==> config.mk <==
export PLATFORM = sky130hd
export DESIGN_NAME = dma_realign
export DESIGN_NICKNAME = d
export VERILOG_FILES = /design/src/rtl/dma_realign.sv
export SDC_FILE = /design/constraint.sdc
export NUM_CORES = 1
export LEC_CHECK = 0
export BUFFER_PORTS_ARGS = -buffer_cell sky130_fd_sc_hd__buf_2
export CORE_MARGIN = 5
export CORE_UTILIZATION = 50
export CTS_CLUSTER_DIAMETER = 150
export DETAILED_ROUTE_END_ITERATION = 6
export PLACE_DENSITY = 0.77
export SYNTH_ARGS = -nofsm -noshare
export SYNTH_HDL_FRONTEND = slang
export SYNTH_SLANG_ARGS = --single-unit
==> constraint.sdc <==
create_clock -name clk -period 16.2 [get_ports clk]
set_clock_uncertainty 0.05 [all_clocks]
set_input_delay 2.43 -clock clk [delete_from_list [all_inputs] [get_ports clk]]
set_output_delay 2.43 -clock clk [all_outputs]
set_load 0.02 [all_outputs]
==> src/rtl/dma_realign.sv <==
module dma_realign #(
  parameter int LEN_W = 16
) (
  input  logic             clk,
  input  logic             rst_n,
  input  logic             start,
  input  logic [1:0]       src_off,
  input  logic [1:0]       dst_off,
  input  logic [LEN_W-1:0] len,
  input  logic             s_valid,
  output logic             s_ready,
  input  logic [31:0]      s_data,
  output logic             m_valid,
  input  logic             m_ready,
  output logic [31:0]      m_data,
  output logic [3:0]       m_be,
  output logic             m_last
);
  localparam int HOLD_W = 64;

  logic             busy, first_src, first_dst;
  logic [1:0]       soff_q, doff_q;
  logic [LEN_W-1:0] src_rem, out_rem;
  logic [2:0]       cnt;
  logic [HOLD_W-1:0] hold;

  logic [2:0] src_room, out_room, src_take, out_take, pop, cnt_mid;
  logic [1:0] lane0, rd_sh;
  logic       acc_s, acc_m;
  logic [7:0] be_wide;
  logic [31:0] raw, be_mask, word_sh, word_keep;
  logic [HOLD_W-1:0] keep_mask, hold_n;

  assign src_room = first_src ? 3'(3'd4 - {1'b0, soff_q}) : 3'd4;
  assign out_room = first_dst ? 3'(3'd4 - {1'b0, doff_q}) : 3'd4;
  assign src_take = (src_rem < LEN_W'(src_room)) ? src_rem[2:0] : src_room;
  assign out_take = (out_rem < LEN_W'(out_room)) ? out_rem[2:0] : out_room;
  assign lane0    = first_dst ? doff_q : 2'd0;
  assign rd_sh    = first_src ? soff_q : 2'd0;

  assign m_valid = busy && (cnt >= out_take);
  assign m_last  = (out_rem == LEN_W'(out_take));
  assign s_ready = busy && (src_rem != '0) && (cnt <= 3'd3);
  assign acc_s   = s_valid && s_ready;
  assign acc_m   = m_valid && m_ready;

  assign be_wide = ((8'd1 << out_take) - 8'd1) << lane0;
  assign m_be    = be_wide[3:0];
  assign raw     = hold[31:0] << {lane0, 3'b000};

  for (genvar i = 0; i < 4; i++) begin : g_lane
    assign be_mask[8*i +: 8] = {8{m_be[i]}};
  end
  assign m_data = raw & be_mask;

  assign word_sh   = s_data >> {rd_sh, 3'b000};
  assign keep_mask = (64'd1 << {src_take, 3'b000}) - 64'd1;
  assign word_keep = word_sh & keep_mask[31:0];

  assign pop     = acc_m ? out_take : 3'd0;
  assign cnt_mid = cnt - pop;
  assign hold_n  = (hold >> {pop, 3'b000})
                 | (acc_s ? ({32'b0, word_keep} << {cnt_mid, 3'b000}) : '0);

  always_ff @(posedge clk) begin
    if (!rst_n) begin
      busy      <= 1'b0;
      first_src <= 1'b0;
      first_dst <= 1'b0;
      soff_q    <= '0;
      doff_q    <= '0;
      src_rem   <= '0;
      out_rem   <= '0;
      cnt       <= '0;
      hold      <= '0;
    end else if (!busy) begin
      if (start && len != '0) begin
        busy      <= 1'b1;
        first_src <= 1'b1;
        first_dst <= 1'b1;
        soff_q    <= src_off;
        doff_q    <= dst_off;
        src_rem   <= len;
        out_rem   <= len;
        cnt       <= '0;
        hold      <= '0;
      end
    end else begin
      hold <= hold_n;
      cnt  <= cnt_mid + (acc_s ? src_take : 3'd0);
      if (acc_s) begin
        first_src <= 1'b0;
        src_rem   <= src_rem - LEN_W'(src_take);
      end
      if (acc_m) begin
        first_dst <= 1'b0;
        out_rem   <= out_rem - LEN_W'(out_take);
        if (m_last) busy <= 1'b0;
      end
    end
  end
endmodule

After elaboration in Yosys (flattened, before gate mapping)
Cells that the tools add are included.

Register bits: 106. Bits of input ports: 57. Output and inout port bits: 39. Word-level logic and storage cells: 74.

Add/subtract/negate cells: 8. $lt $le $gt $ge: 4. Eq/ne operators: 3. Shift-type cells: 7. Multiplexer cells: 27. Bitwise gates (word level): 4. Reductions and logical operators: 12.

Operators with widths (number): $mux W64 (3); $mux W16 (5); $and A32 B32 Y32 (2); $or A64 B64 Y64 (1); $shl A32 B6 Y64 (1); $shr A64 B6 Y64 (1); $lt A16 B3 Y1 (2); $reduce_bool A16 Y1 (2); $shl A1 B6 Y32 const A (1); $shl A32 B5 Y32 (1); $shr A32 B5 Y32 (1); $sub A16 B3 Y16 (2); $sub A32 B1 Y32 const B (1); $mux W3 (8); $eq A16 B3 Y1 (1); $mux W1 (9); $shl A1 B3 Y8 const A (1); $shl A8 B2 Y4 (1); $sub A8 B1 Y8 const B (1); $logic_and A1 B1 Y1 (6); $reduce_and A2 Y1 (3); $sub A3 B2 Y3 const A (2); $mux W2 (2); $ne A2 B1 Y1 const B (2); other kinds (6) (6).

Logic depth before layout (Yosys ltp)
Gate-level depths: netlist of the first run.

Depth in word-level cells: 13. Depth in mapped cells: 28. Gate-level depth less buffers: 24.

Worst setup path before layout of the first run
OpenSTA, ideal clock, no wires.

Path kind: flip-flop to flip-flop. Start: reg doff_q[1]. End: reg hold[48]. Arrival: 6640 ps. Slack: 9419 ps. Stages on the path, launching flop included: 26. Buffers on the path: 4. Path through: dfxtp_1 > clkbuf_1 > inv_1 > ha_1 > and2_1 > inv_1 > ha_1 > o31ai_1 > nand3_1 > mux2i_1 > inv_1 > ha_1 > nand2b_1 > a31oi_2 > or4_1 > buf_2 > a21oi_4 > clkbuf_1 > clkbuf_1 > nand2_1 > fa_1 > inv_1 > nor4_1 > a31oi_1 > and2_0 > a311oi_1.

Longest elaborated chain between the ends: 13. Elaborated cells between the ends (all ways): 14.

RTL lines: from (decl) (RTL line 22) `logic [1:0] soff_q, doff_q;`; from (signal assigned) (RTL line 82) `doff_q <= dst_off;`; $sub A3 B2 Y3 (*) (RTL line 35) `assign out_room = first_dst ? 3'(3'd4 - {1'b0, doff_q}) : 3'd4;`; $mux W3 (*) (RTL line 35); $lt A16 B3 Y1 (RTL line 37) `assign out_take = (out_rem < LEN_W'(out_room)) ? out_rem[2:0] : out_room;`; $mux W3 (*) (RTL line 37); $ge A3 B3 Y1 (RTL line 41) `assign m_valid = busy && (cnt >= out_take);`; $logic_and A1 B1 Y1 (RTL line 41); $logic_and A1 B1 Y1 (RTL line 45) `assign acc_m = m_valid && m_ready;`; $mux W3 (*) (RTL line 60) `assign pop = acc_m ? out_take : 3'd0;`; $sub A3 B3 Y3 (RTL line 61) `assign cnt_mid = cnt - pop;`; $shl A32 B6 Y64 (RTL line 63) `| (acc_s ? ({32'b0, word_keep} << {cnt_mid, 3'b000}) : '0);`; $mux W64 (RTL line 63); $or A64 B64 Y64 (*) (RTL line 63); $mux W64 (*) (RTL line 76) `end else if (!busy) begin`; to (signal assigned) (RTL line 89) `hold <= hold_n;`; to (decl) (RTL line 25) `logic [HOLD_W-1:0] hold;`.

Mark *: on every way between the ends. The rest lies on a longest branch, timed or not. A chain may end at the register's enable or synchronous reset.

Worst setup path in the final report of the first run
Start: reg doff_q[1]. End: reg hold[49].

Same word-level chain as after synthesis.

==> results of run 1 <==
[worst max-delay path, stage by stage, from the launching register on]
cell and delay, ns:
dfxtp_1 0.53, inv_1 0.08, ha_1 0.27, and2_1 0.20, inv_1 0.13, ha_1 0.23, o31ai_1 0.46, nand3_1 0.30
mux2i_1 0.56, inv_1 0.24, ha_1 0.35, nand2b_1 0.17, a31oi_2 0.17, or4_1 0.69, a21oi_2 0.16, buf_4 0.35
inv_1 0.19, fa_1 0.53, buf_4 0.30, inv_1 0.49, nor4_1 1.19, a31oi_1 0.17, and2_0 0.20, a311oi_1 0.23
[state kept, by name, indices dropped and copies added, names as in the netlist]
register and cells:
first_dst 1, out_rem 16, hold 64, soff_q 2, doff_q 2, cnt 3
first_src 1, busy 1, src_rem 16
[per-stage QoR]
stage                     cell area, µm²  worst slack, ns  total power [mW]  hold slack [ns]
after detailed placement            9827            8.033            0.5318           0.4208
after floorplan                     9318            9.419            0.4628           0.3966
after CTS                          10120            7.960            0.7573           0.4313
final                              10120            7.809            0.7638           0.4312
after global placement              9827            8.270            0.5274           0.4144
after global routing               10120            7.250            0.8009           0.4579
[power by group]
group	internal [mW]	total, mW	switching, mW
Sequential	0.274	0.297	0.0233
Clock	0.121	0.230	0.109
Combinational	0.0802	0.237	0.157
[cells in the mapped netlist (16+ instances only)]
master,number,area [µm²]
a211oi_1,25,187.7
a21oi_1,117,585.6
a221o_1,16,160.2
a221oi_1,37,324.1
a22oi_1,50,375.4
a311oi_1,16,140.1
a31oi_1,30,187.7
and2_1,23,143.9
and3_1,26,162.7
clkbuf_1,78,292.8
dfxtp_1,106,2122
inv_1,28,105.1
mux2i_1,39,390.4
nand2_1,259,972.2
nand3_1,27,135.1
nor2_1,103,386.6
nor2b_1,16,100.1
nor3_1,28,140.1
nor4_1,16,100.1
o21ai_0,79,395.4
[cell type report]
cell class,instances,area share (%)
clock buffers,10,2.262
clock inverters,6,0.6428
inverters,33,1.224
repair buffers,109,5.736
flip-flops and latches,106,21.00
well taps,234,2.893
multi-input cells,1093,66.24
[routing by layer]
metal | vias to the layer above | routed length (µm) | track usage [%]
li1 | 5013 | - | -
met5 | - | 0 | 0
met4 | 0 | 376 | 5.597
met2 | 644 | 13540 | 41.21
met1 | 4908 | 14420 | 44.01
met3 | 44 | 3737 | 5.649
[worst min path at each step]
stage	from	to	slack, ns	depth (start not counted)
after floorplan	out_rem[10]$_SDFFE_PN0P_	out_rem[10]$_SDFFE_PN0P_	0.40	2
after global placement	out_rem[15]$_SDFFE_PN0P_	out_rem[15]$_SDFFE_PN0P_	0.41	2
after detailed placement	out_rem[10]$_SDFFE_PN0P_	out_rem[10]$_SDFFE_PN0P_	0.42	2
after CTS	out_rem[10]$_SDFFE_PN0P_	out_rem[10]$_SDFFE_PN0P_	0.43	2
after global routing	out_rem[15]$_SDFFE_PN0P_	out_rem[15]$_SDFFE_PN0P_	0.46	2
final	out_rem[15]$_SDFFE_PN0P_	out_rem[15]$_SDFFE_PN0P_	0.43	2
[kinds of logic after synthesis]
group                      after synthesis
and+or+nand+nor                        541
AOI/OAI and AO/OA                      473
buffers and inverters                  130
DFF                                    106
muxes                                   55
adders and majority gates               16
xor gates and xnor gates                 8
==> impl_metrics.env, run 1 <==
export IMPL_clkSlewWorstSetupHoldPaths_ns=0.08
export IMPL_seq_area_frac_synth_pct=22.77
export IMPL_finalCritPeriodShare_pct=51.80
export IMPL_dr_pass1_iters=6
export IMPL_max_freq_mhz=119.2
export IMPL_rsz0062_at_grt="false"
export IMPL_r2r_cells=23
export IMPL_start_util_pct=50.32
export IMPL_synthDistinctLibCells=81
export IMPL_async_flop_share_pct=0
export IMPL_port_buffers=95
export IMPL_worst_ir_drop_vdd_mv=0.05354
export IMPL_r2r_slack_ns=7.81
export IMPL_hold_viol=0
export IMPL_synthesis_area_mm2=0.009318
export IMPL_routed_via_density=6.668
export IMPL_finalMaxSlewViolations=0
export IMPL_die_x_um=146.5
export IMPL_synth_adder_area_share_pct=2.390
export IMPL_placed_cells=1575
export IMPL_grt_pass1_vias=9316
export IMPL_floorplan_die_area_mm2=0.02147
export IMPL_crit_end="hold[49]$_SDFFE_PN0P_"
export IMPL_vias=10609
export IMPL_fillers=1756
export IMPL_finalSetupViolCount=0
export IMPL_cts_path_max_buffers=2
export IMPL_area_growth_synth_to_final_pct=8.621
export IMPL_worstPathArrival_ns=8.62
export IMPL_ios=96
export IMPL_nets=1425
export IMPL_slew_headroom_pct=14.74
export IMPL_grt_start_max_net_pins=61
export IMPL_routed_wl_um=32080
export IMPL_clkLatencyLatePin_ns=0.37
export IMPL_p_per_area_mw_per_mm2=75.47
export IMPL_drtIter0Drc=1609
export IMPL_synth_fp_nets=1402
export IMPL_r2r_end="hold[49]$_SDFFE_PN0P_"
export IMPL_mostFrequentLayoutCell="nand2_1"
export IMPL_cts_resized=0
export IMPL_synth_top_family_by_area="compound AO/OA/AOI/OAI gates"
export IMPL_end_kind="flop"
export IMPL_hold_path_class="reg2reg"
export IMPL_post_route_min_period_ns=8.391
export IMPL_num_rows=50
export IMPL_crit_path_start="doff_q[1]$_SDFFE_PN0P_"
export IMPL_cts_hold_buffers_added=0
export IMPL_startpoint_type="flop"
export IMPL_drc=0
export IMPL_yosys_area_share_simple_pct=26.49
export IMPL_num_antenna_cells=0
export IMPL_antenna_found_initial=0
export IMPL_layoutNonFillerInstCount=1591
export IMPL_required_ns=16.43
export IMPL_power_leakage_nw=3.883
export IMPL_synthXorXnorAreaFrac_pct=0.7520
export IMPL_cts_inserted_buffers=9
export IMPL_place_congestion=0.9719
export IMPL_cts_tree="built"
export IMPL_syn_area_per_cell_um2=7.011
export IMPL_crit_type="reg2reg"
export IMPL_final_cell_mix="259 x nand2_1, 117 x a21oi_1, 105 x dfxtp_1, 103 x nor2_1, 95 x buf_2"
export IMPL_final_core_util_pct=54.66
export IMPL_seqCellArea_mm2=0.002126
export IMPL_tightest_slew_ns=1.267
export IMPL_multi_input_area_mm2=0.006704
export IMPL_yosysWarnings=0
export IMPL_synth_edf_count=0
export IMPL_cts_htree_levels=3
export IMPL_wl_per_cell_um=20.16
export IMPL_grt_pass1_wl_um=51060
export IMPL_synth_compound_gate_area_share_pct=34.75
export IMPL_status="finished clean"
export IMPL_grt_usage_pct=28.57
export IMPL_core_area_mm2=0.01852
export IMPL_cts_sinks=106
export IMPL_ys_seq_elements=106
export IMPL_path_max_fanout=36
export IMPL_fp_dieH_um=146.5
export IMPL_clockRootBuffer="clkbuf_16"
export IMPL_hpwlAfterDp_um=23550
export IMPL_r2r_start="doff_q[1]$_SDFFE_PN0P_"
export IMPL_drive_gt1_share_pct=12.53
export IMPL_synth_ff_type="dfxtp_1"
export IMPL_overflow=0
export IMPL_cts_setup_buffers=0
export IMPL_setup_tns_ns=0
export IMPL_antenna_left=0
export IMPL_netlist_instances=1329
export IMPL_drv_cap=0
export IMPL_muxShareOfSynthArea_pct=7.372
Note: power is estimated with default switching activity, not from simulation.
==> run 2, diff against run 1 <==
--- a/config.mk
+++ b/config.mk
@@ -5,6 +5,7 @@
 export SDC_FILE = /design/constraint.sdc
 export NUM_CORES = 1
 export LEC_CHECK = 0
+export ABC_AREA = 1
 export BUFFER_PORTS_ARGS = -buffer_cell sky130_fd_sc_hd__buf_2
 export CORE_MARGIN = 5
 export CORE_UTILIZATION = 50
==> constraint.sdc (replaced) <==
create_clock -name clk -period 7.9 [get_ports clk]
set_clock_uncertainty 0.05 [all_clocks]
set_input_delay 1.185 -clock clk [delete_from_list [all_inputs] [get_ports clk]]
set_output_delay 1.185 -clock clk [all_outputs]
set_load 0.02 [all_outputs]
==> run 2 against run 1 <==
Via count is 11% higher. Global-route usage fell by 0.55 points. Final cell count grew 28%. Total power up 110%. Sequential share of layout area down 0.91 points.
==> impl_metrics.env, run 2 <==
export IMPL_status="finished clean"
export IMPL_path_buf_inv=5
export IMPL_clkSlewWorstSetupHoldPaths_ns=0.08
export IMPL_start_util_pct=50.68
export IMPL_worstPathArrival_ns=6.39
export IMPL_setup_tns_ns=0
export IMPL_power_leakage_nw=4.785
export IMPL_multi_input_area_mm2=0.006584
export IMPL_combinationalPowerShare_pct=31.9
export IMPL_grt_pass1_wl_um=52190
export IMPL_crit_path_start="first_dst$_SDFFE_PN0P_"
export IMPL_synthTopCellsByCount="558 x nand2_1, 225 x nand3_1, 153 x inv_1"
export IMPL_synth_edf_count=0
export IMPL_num_rows=51
export IMPL_cts_tree="built"
export IMPL_wl_per_cell_um=15.74
export IMPL_synthesis_area_mm2=0.009864
export IMPL_switching_share_pct=37.71
export IMPL_overflow=0
export IMPL_clockRootBuffer="clkbuf_16"
export IMPL_fillers=2005
export IMPL_seqCellArea_mm2=0.002123
export IMPL_holdCritStartpoint="hold[38]$_SDFFE_PN0P_"
export IMPL_r2r_start="first_dst$_SDFFE_PN0P_"
export IMPL_dr_pass1_iters=6
export IMPL_cts_resized=0
export IMPL_port_buffers=95
export IMPL_startpoint_type="flop"
export IMPL_wl_met2_um=15720
export IMPL_cp_cell_sequence="nand2_1 > inv_1 > o21ai_2 > inv_2 > ha_1 > nor2_1 > nand2_1 > nand3_2 > nand3_2 > nand3_4 > nor2_4 > inv_2 > fa_1 > inv_1 > buf_4 > nor2_2 > nand2_1 > nand3_1 > nand2_1 > a21oi_1"
export IMPL_num_antenna_cells=0
export IMPL_vias=11757
export IMPL_p_int_mw=0.9755
export IMPL_synthTopCellsByArea="dfxtp_1 22%, nand2_1 21%, nand3_1 11%"
export IMPL_top_layer_used="met4"
export IMPL_yosys_area_top_type="dfxtp_1"
export IMPL_finalSetupViolCount=0
export IMPL_finalCritPeriodShare_pct=77.89
export IMPL_max_freq_mhz=162.5
export IMPL_regMostFlops="hold"
export IMPL_async_flop_share_pct=0
export IMPL_netlist_instances=1758
export IMPL_synth_fp_nets=1831
export IMPL_die_x_um=150.5
export IMPL_grt_pass1_vias=10865
export IMPL_post_route_min_period_ns=6.154
export IMPL_final_cell_mix="558 x nand2_1, 225 x nand3_1, 153 x inv_1, 132 x o21ai_0"
export IMPL_antenna_left=0
export IMPL_switchingPower_mw=0.5905
export IMPL_slew_headroom_pct=25.02
export IMPL_nets=1835
export IMPL_path_max_fanout=32
export IMPL_power_frac_clock_pct=30.7
export IMPL_crit_path_top_delay_cell="fa_1"
export IMPL_drtIter0Drc=1180
export IMPL_place_congestion=0.9439
export IMPL_drc=0
export IMPL_reg_largest_list="hold (64), out_rem (16), src_rem (16)"
export IMPL_required_ns=8.13
export IMPL_seq_area_frac_synth_pct=21.51
export IMPL_grt_start_max_net_pins=93
export IMPL_ys_seq_elements=106
export IMPL_seqPwrFrac_pct=37.4
export IMPL_largest_register_ffs=64
export IMPL_yosysWarnings=0
export IMPL_routed_via_density=5.786
export IMPL_synth_most_common_cell="nand2_1"
export IMPL_synthDistinctLibCells=43
export IMPL_grt_usage_pct=28.01
export IMPL_drive_gt1_share_pct=9.055
export IMPL_wl_met1_um=12760
export IMPL_dpl_worst_slack_ns=1.845
export IMPL_routed_wl_um=31980
export IMPL_worst_ir_drop_vdd_mv=0.1231
export IMPL_mostFrequentLayoutCell="nand2_1"
export IMPL_crit_family="simple AND/OR/NAND/NOR gates"
export IMPL_hpwlAfterDp_um=23040
export IMPL_cpMostUsedCell="nand2_1"
export IMPL_clkLatencyLatePin_ns=0.37
export IMPL_synth_ff_type="dfxtp_1"
export IMPL_cts_inserted_buffers=9
export IMPL_dr_wl_met3_um=1794
export IMPL_area_growth_synth_to_final_pct=7.128
export IMPL_cts_path_max_buffers=2
export IMPL_core_area_mm2=0.01946
export IMPL_end_kind="flop"
export IMPL_setup_ws_ns=1.746
export IMPL_crit_type="reg2reg"
export IMPL_rsz0062_at_grt="false"
export IMPL_cts_htree_levels=3
export IMPL_fp_dieH_um=150.5
export IMPL_cts_sinks=106
export IMPL_hold_viol=0
export IMPL_antenna_found_initial=0
export IMPL_synth_top_area_share_pct=21.51
export IMPL_tightest_slew_ns=1.122
export IMPL_floorplan_die_area_mm2=0.02264
export IMPL_drv_cap=0
export IMPL_finalMaxSlewViolations=0
export IMPL_cts_setup_buffers=0
export IMPL_hold_path_class="reg2reg"
export IMPL_critical_path_max_stage_delay_ns=1.25
export IMPL_power_mw=1.566
export IMPL_syn_area_per_cell_um2=5.611
export IMPL_ios=96
export IMPL_cts_hold_buffers_added=0
export IMPL_p_per_area_mw_per_mm2=148.2
run 2: final cells by class:
class	instances	area share (%)
clock buffer	11	2.297
inverter	174	6.180
timing repair buffer	108	5.423
sequential	106	20.09
multi-input combinational	1363	62.30
clock inverter	5	0.5683
tap	265	3.138
run 2: final timing paths:
check        cells after the start                     to  slack, ns
max reg2reg                     20  hold[45]$_SDFFE_PN0P_       1.75
min reg2reg                      2  hold[38]$_SDFFE_PN0P_       0.42
max                             20  hold[45]$_SDFFE_PN0P_       1.75
min                              2  hold[38]$_SDFFE_PN0P_       0.42
run 2: through the flow:
step                      area [µm²]  std cells  hold WS (ns)  utilization [%]
after floorplan                 9864       1758        0.3953                -
final                          10570       2032        0.4173            54.30
after global placement         10260       2016        0.4022            52.74
after detailed placement       10260       2016        0.4070            52.74
after CTS                      10570       2032        0.4180            54.30
after global routing           10570       2032        0.4348            54.30
run 2: worst reg2reg max path, cell delays in order (launching register included):
cell,delay (ns)
dfxtp_1,0.36
nand2_1,0.64
inv_1,0.51
o21ai_2,0.36
inv_2,0.10
ha_1,0.30
nor2_1,0.05
nand2_1,0.07
nand3_2,0.09
nand3_2,0.15
nand3_4,0.14
nor2_4,0.13
inv_2,0.06
fa_1,1.25
inv_1,0.66
buf_4,0.41
nor2_2,0.35
nand2_1,0.11
nand3_1,0.10
nand2_1,0.05
a21oi_1,0.15
run 2: layer usage:
layer,track usage (%),up-vias
met3,4.455,112
li1,-,5849
met1,33.34,5358
met2,48.71,438
met4,14.14,0
met5,0,-
run 2: cells by family (layout without fill, tap and decap cells):
logic type,count (synthesis),in the layout,share of synthesized area (%)
compound gates,372,372,21.39
xor+xnor,16,16,1.421
fa+ha+maj,16,16,2.258
buf+inv,289,298,11.75
flops,106,106,21.51
simple gates,959,959,41.68
run 2: power by group through the flow:
| stage | Sequential [mW] | Combinational [mW] | Clock (mW) |
|---|---|---|---|
| after floorplan | 0.590 | 0.369 | 0 |
| after global placement | 0.597 | 0.487 | 0 |
| after detailed placement | 0.597 | 0.493 | 0 |
| after CTS | 0.585 | 0.495 | 0.486 |
| after global routing | 0.589 | 0.563 | 0.509 |
| final | 0.586 | 0.500 | 0.480 |
==> run 3, diff against run 2 <==
--- a/config.mk
+++ b/config.mk
@@ -5,7 +5,7 @@
 export SDC_FILE = /design/constraint.sdc
 export NUM_CORES = 1
 export LEC_CHECK = 0
-export ABC_AREA = 1
+export ABC_AREA = 0
 export BUFFER_PORTS_ARGS = -buffer_cell sky130_fd_sc_hd__buf_2
 export CORE_MARGIN = 5
 export CORE_UTILIZATION = 50
==> constraint.sdc (replaced) <==
create_clock -name clk -period 6.45 [get_ports clk]
set_clock_uncertainty 0.05 [all_clocks]
set_input_delay 0.9675 -clock clk [delete_from_list [all_inputs] [get_ports clk]]
set_output_delay 0.9675 -clock clk [all_outputs]
set_load 0.02 [all_outputs]
==> run 3 against run 2 <==
Non-clock buffer count grew 6. Wire length rose by 0.84%. Critical path depth rose by 2. Count of clock-buffer cells in the layout unchanged. Worst setup slack got worse by 1.4 ns. Fmax rose by 0.65%. Sequential cell count is the same. Register-to-register slack got worse by 1.4 ns. Critical path type unchanged. Die area decreased by 5.2%. Largest power group unchanged.
==> impl_metrics.env, run 3 (synthesis gave the netlist of run 1 again) <==
export IMPL_r2r_cells=22
export IMPL_fillers=1783
export IMPL_finalCritPeriodShare_pct=94.79
export IMPL_crit_family="simple AND/OR/NAND/NOR gates"
export IMPL_crit_path_top_delay_cell="fa_1"
export IMPL_post_route_min_period_ns=6.114
export IMPL_worst_ir_drop_vdd_mv=0.1358
export IMPL_reg_largest_list="hold (64), out_rem (16), src_rem (16)"
export IMPL_dr_pass1_iters=6
export IMPL_grt_start_max_net_pins=105
export IMPL_start_util_pct=50.32
export IMPL_largest_register_ffs=64
export IMPL_max_freq_mhz=163.6
export IMPL_overflow=0
export IMPL_holdCritStartpoint="out_rem[15]$_SDFFE_PN0P_"
export IMPL_hold_path_class="reg2reg"
export IMPL_grt_usage_pct=28.52
export IMPL_startpoint_type="flop"
export IMPL_slew_headroom_pct=25.83
export IMPL_mostFrequentLayoutCell="nand2_1"
export IMPL_r2r_slack_ns=0.34
export IMPL_cts_tree="built"
export IMPL_layoutNonFillerInstCount=1596
export IMPL_cp_cell_sequence="inv_2 > ha_1 > and2_1 > inv_1 > ha_1 > o31ai_2 > nand3_2 > mux2i_2 > inv_1 > ha_1 > nand2b_1 > a31oi_2 > or4_4 > a21oi_2 > inv_1 > fa_1 > clkinvlp_4 > nor4_2 > buf_4 > a31oi_1 > and2_0 > a311oi_1"
export IMPL_finalSetupViolCount=0
export IMPL_routed_wl_um=32250
export IMPL_min_path_cells=2
export IMPL_path_max_fanout=10
export IMPL_floorplan_die_area_mm2=0.02147
export IMPL_nets=1430
export IMPL_place_congestion=0.9339
export IMPL_cts_path_max_buffers=2
export IMPL_power_mw=1.948
export IMPL_hpwlAfterDp_um=23350
export IMPL_wl_per_cell_um=20.21
export IMPL_setup_ws_ns=0.3363
export IMPL_drc=0
export IMPL_path_buf_inv=6
export IMPL_place_area_mm2=0.009866
export IMPL_critical_path_max_stage_delay_ns=0.69
export IMPL_num_rows=50
export IMPL_clkLatencyLatePin_ns=0.37
export IMPL_die_x_um=146.5
export IMPL_crit_type="reg2reg"
export IMPL_status="finished clean"
export IMPL_core_area_mm2=0.01852
export IMPL_worstPathArrival_ns=6.33
export IMPL_num_antenna_cells=0
export IMPL_clockRootBuffer="clkbuf_16"
export IMPL_seqCellArea_mm2=0.002127
export IMPL_drv_cap=0
export IMPL_multi_input_area_mm2=0.006736
export IMPL_grt_pass1_vias=9412
export IMPL_p_per_area_mw_per_mm2=190.7
export IMPL_end_kind="flop"
export IMPL_antenna_found_initial=0
export IMPL_r2r_start="doff_q[0]$_SDFFE_PN0P_"
export IMPL_regMostFlops="hold"
export IMPL_power_leakage_nw=3.910
export IMPL_r2r_end="hold[50]$_SDFFE_PN0P_"
export IMPL_final_area_mm2=0.01021
export IMPL_tightest_slew_ns=1.108
export IMPL_placed_cells=1578
export IMPL_cts_sinks=106
export IMPL_drtIter0Drc=1361
export IMPL_hold_viol=0
export IMPL_antenna_left=0
export IMPL_routed_via_density=6.669
export IMPL_final_cell_mix="259 x nand2_1, 117 x a21oi_1, 104 x dfxtp_1, 102 x nor2_1, 95 x buf_2"
export IMPL_fp_dieH_um=146.5
export IMPL_cts_htree_levels=3
export IMPL_ios=96
export IMPL_vias=10644
export IMPL_grt_pass1_wl_um=50910
export IMPL_hold_path_end="out_rem[15]$_SDFFE_PN0P_"
export IMPL_final_core_util_pct=55.16
export IMPL_dpl_worst_slack_ns=0.2124
export IMPL_required_ns=6.67
export IMPL_cts_inserted_buffers=9
export IMPL_area_growth_synth_to_final_pct=9.628
export IMPL_port_buffers=95
export IMPL_clkSlewWorstSetupHoldPaths_ns=0.08
export IMPL_finalMaxSlewViolations=0
export IMPL_drive_gt1_share_pct=13.58
## run 3: how the worst max path moves through the flow
stage	from	to	cells past startpoint	slack, ns
2_1_floorplan	doff_q[1]$_SDFFE_PN0P_	hold[48]$_SDFFE_PN0P_	25	0.06
3_3_place_gp	doff_q[1]$_SDFFE_PN0P_	hold[50]$_SDFFE_PN0P_	22	0.39
3_5_place_dp	doff_q[1]$_SDFFE_PN0P_	hold[50]$_SDFFE_PN0P_	22	0.21
4_1_cts	doff_q[1]$_SDFFE_PN0P_	hold[50]$_SDFFE_PN0P_	22	0.14
5_1_grt	doff_q[0]$_SDFFE_PN0P_	hold[49]$_SDFFE_PN0P_	22	-0.03
6_report	doff_q[0]$_SDFFE_PN0P_	hold[50]$_SDFFE_PN0P_	22	0.34
## run 3: worst register-to-register path, delay by kind of cell, from the launching register on
family,cells,cell delay (ns)
simple gates,6,1.73
mux,1,0.25
buf+inv,6,0.98
compound gates,5,1.10
fa+ha+maj,4,1.55
flops,1,0.38
## run 3: per-layer routing
| metal | share of wire, % | global-route usage (%) | vias to the layer above |
|---|---|---|---|
| met4 | 1.3 | 7.103 | 0 |
| met2 | 42 | 40.91 | 633 |
| met1 | 44 | 42.54 | 4954 |
| li1 | - | - | 5020 |
| met3 | 12 | 7.169 | 37 |
| met5 | 0 | 0 | - |
## run 3: metrics by stage
step	TNS, ns	hold WS (ns)
floorplan	0	0.3966
global placement	0	0.4120
detailed placement	0	0.4243
CTS	0	0.4382
global route	-0.05494	0.4817
finish	0	0.4374
## run 3: area by class of cell
class | count | share of cell area [%]
Timing Repair Buffer | 114 | 6.051
Sequential cell | 106 | 20.82
Clock inverter | 5 | 0.5879
Inverter | 33 | 1.249
Clock buffer | 11 | 2.474
Multi-Input combinational cell | 1093 | 65.95
Tap cell | 234 | 2.866
## run 3: report_power, final
part	leakage [nW]	switching, mW	internal (mW)	total [mW]
sequential	0.865	0.0659	0.688	0.754
clock	0.152	0.272	0.324	0.596
combinational	2.89	0.394	0.204	0.598
total	3.91	0.731	1.22	1.95
## run 3: timing repair
action                                  CTS  global route
hold buffers                              0             0
buffers inserted                          0             2
endpoints found under the setup margin    0            63
resized for setup                         0             6
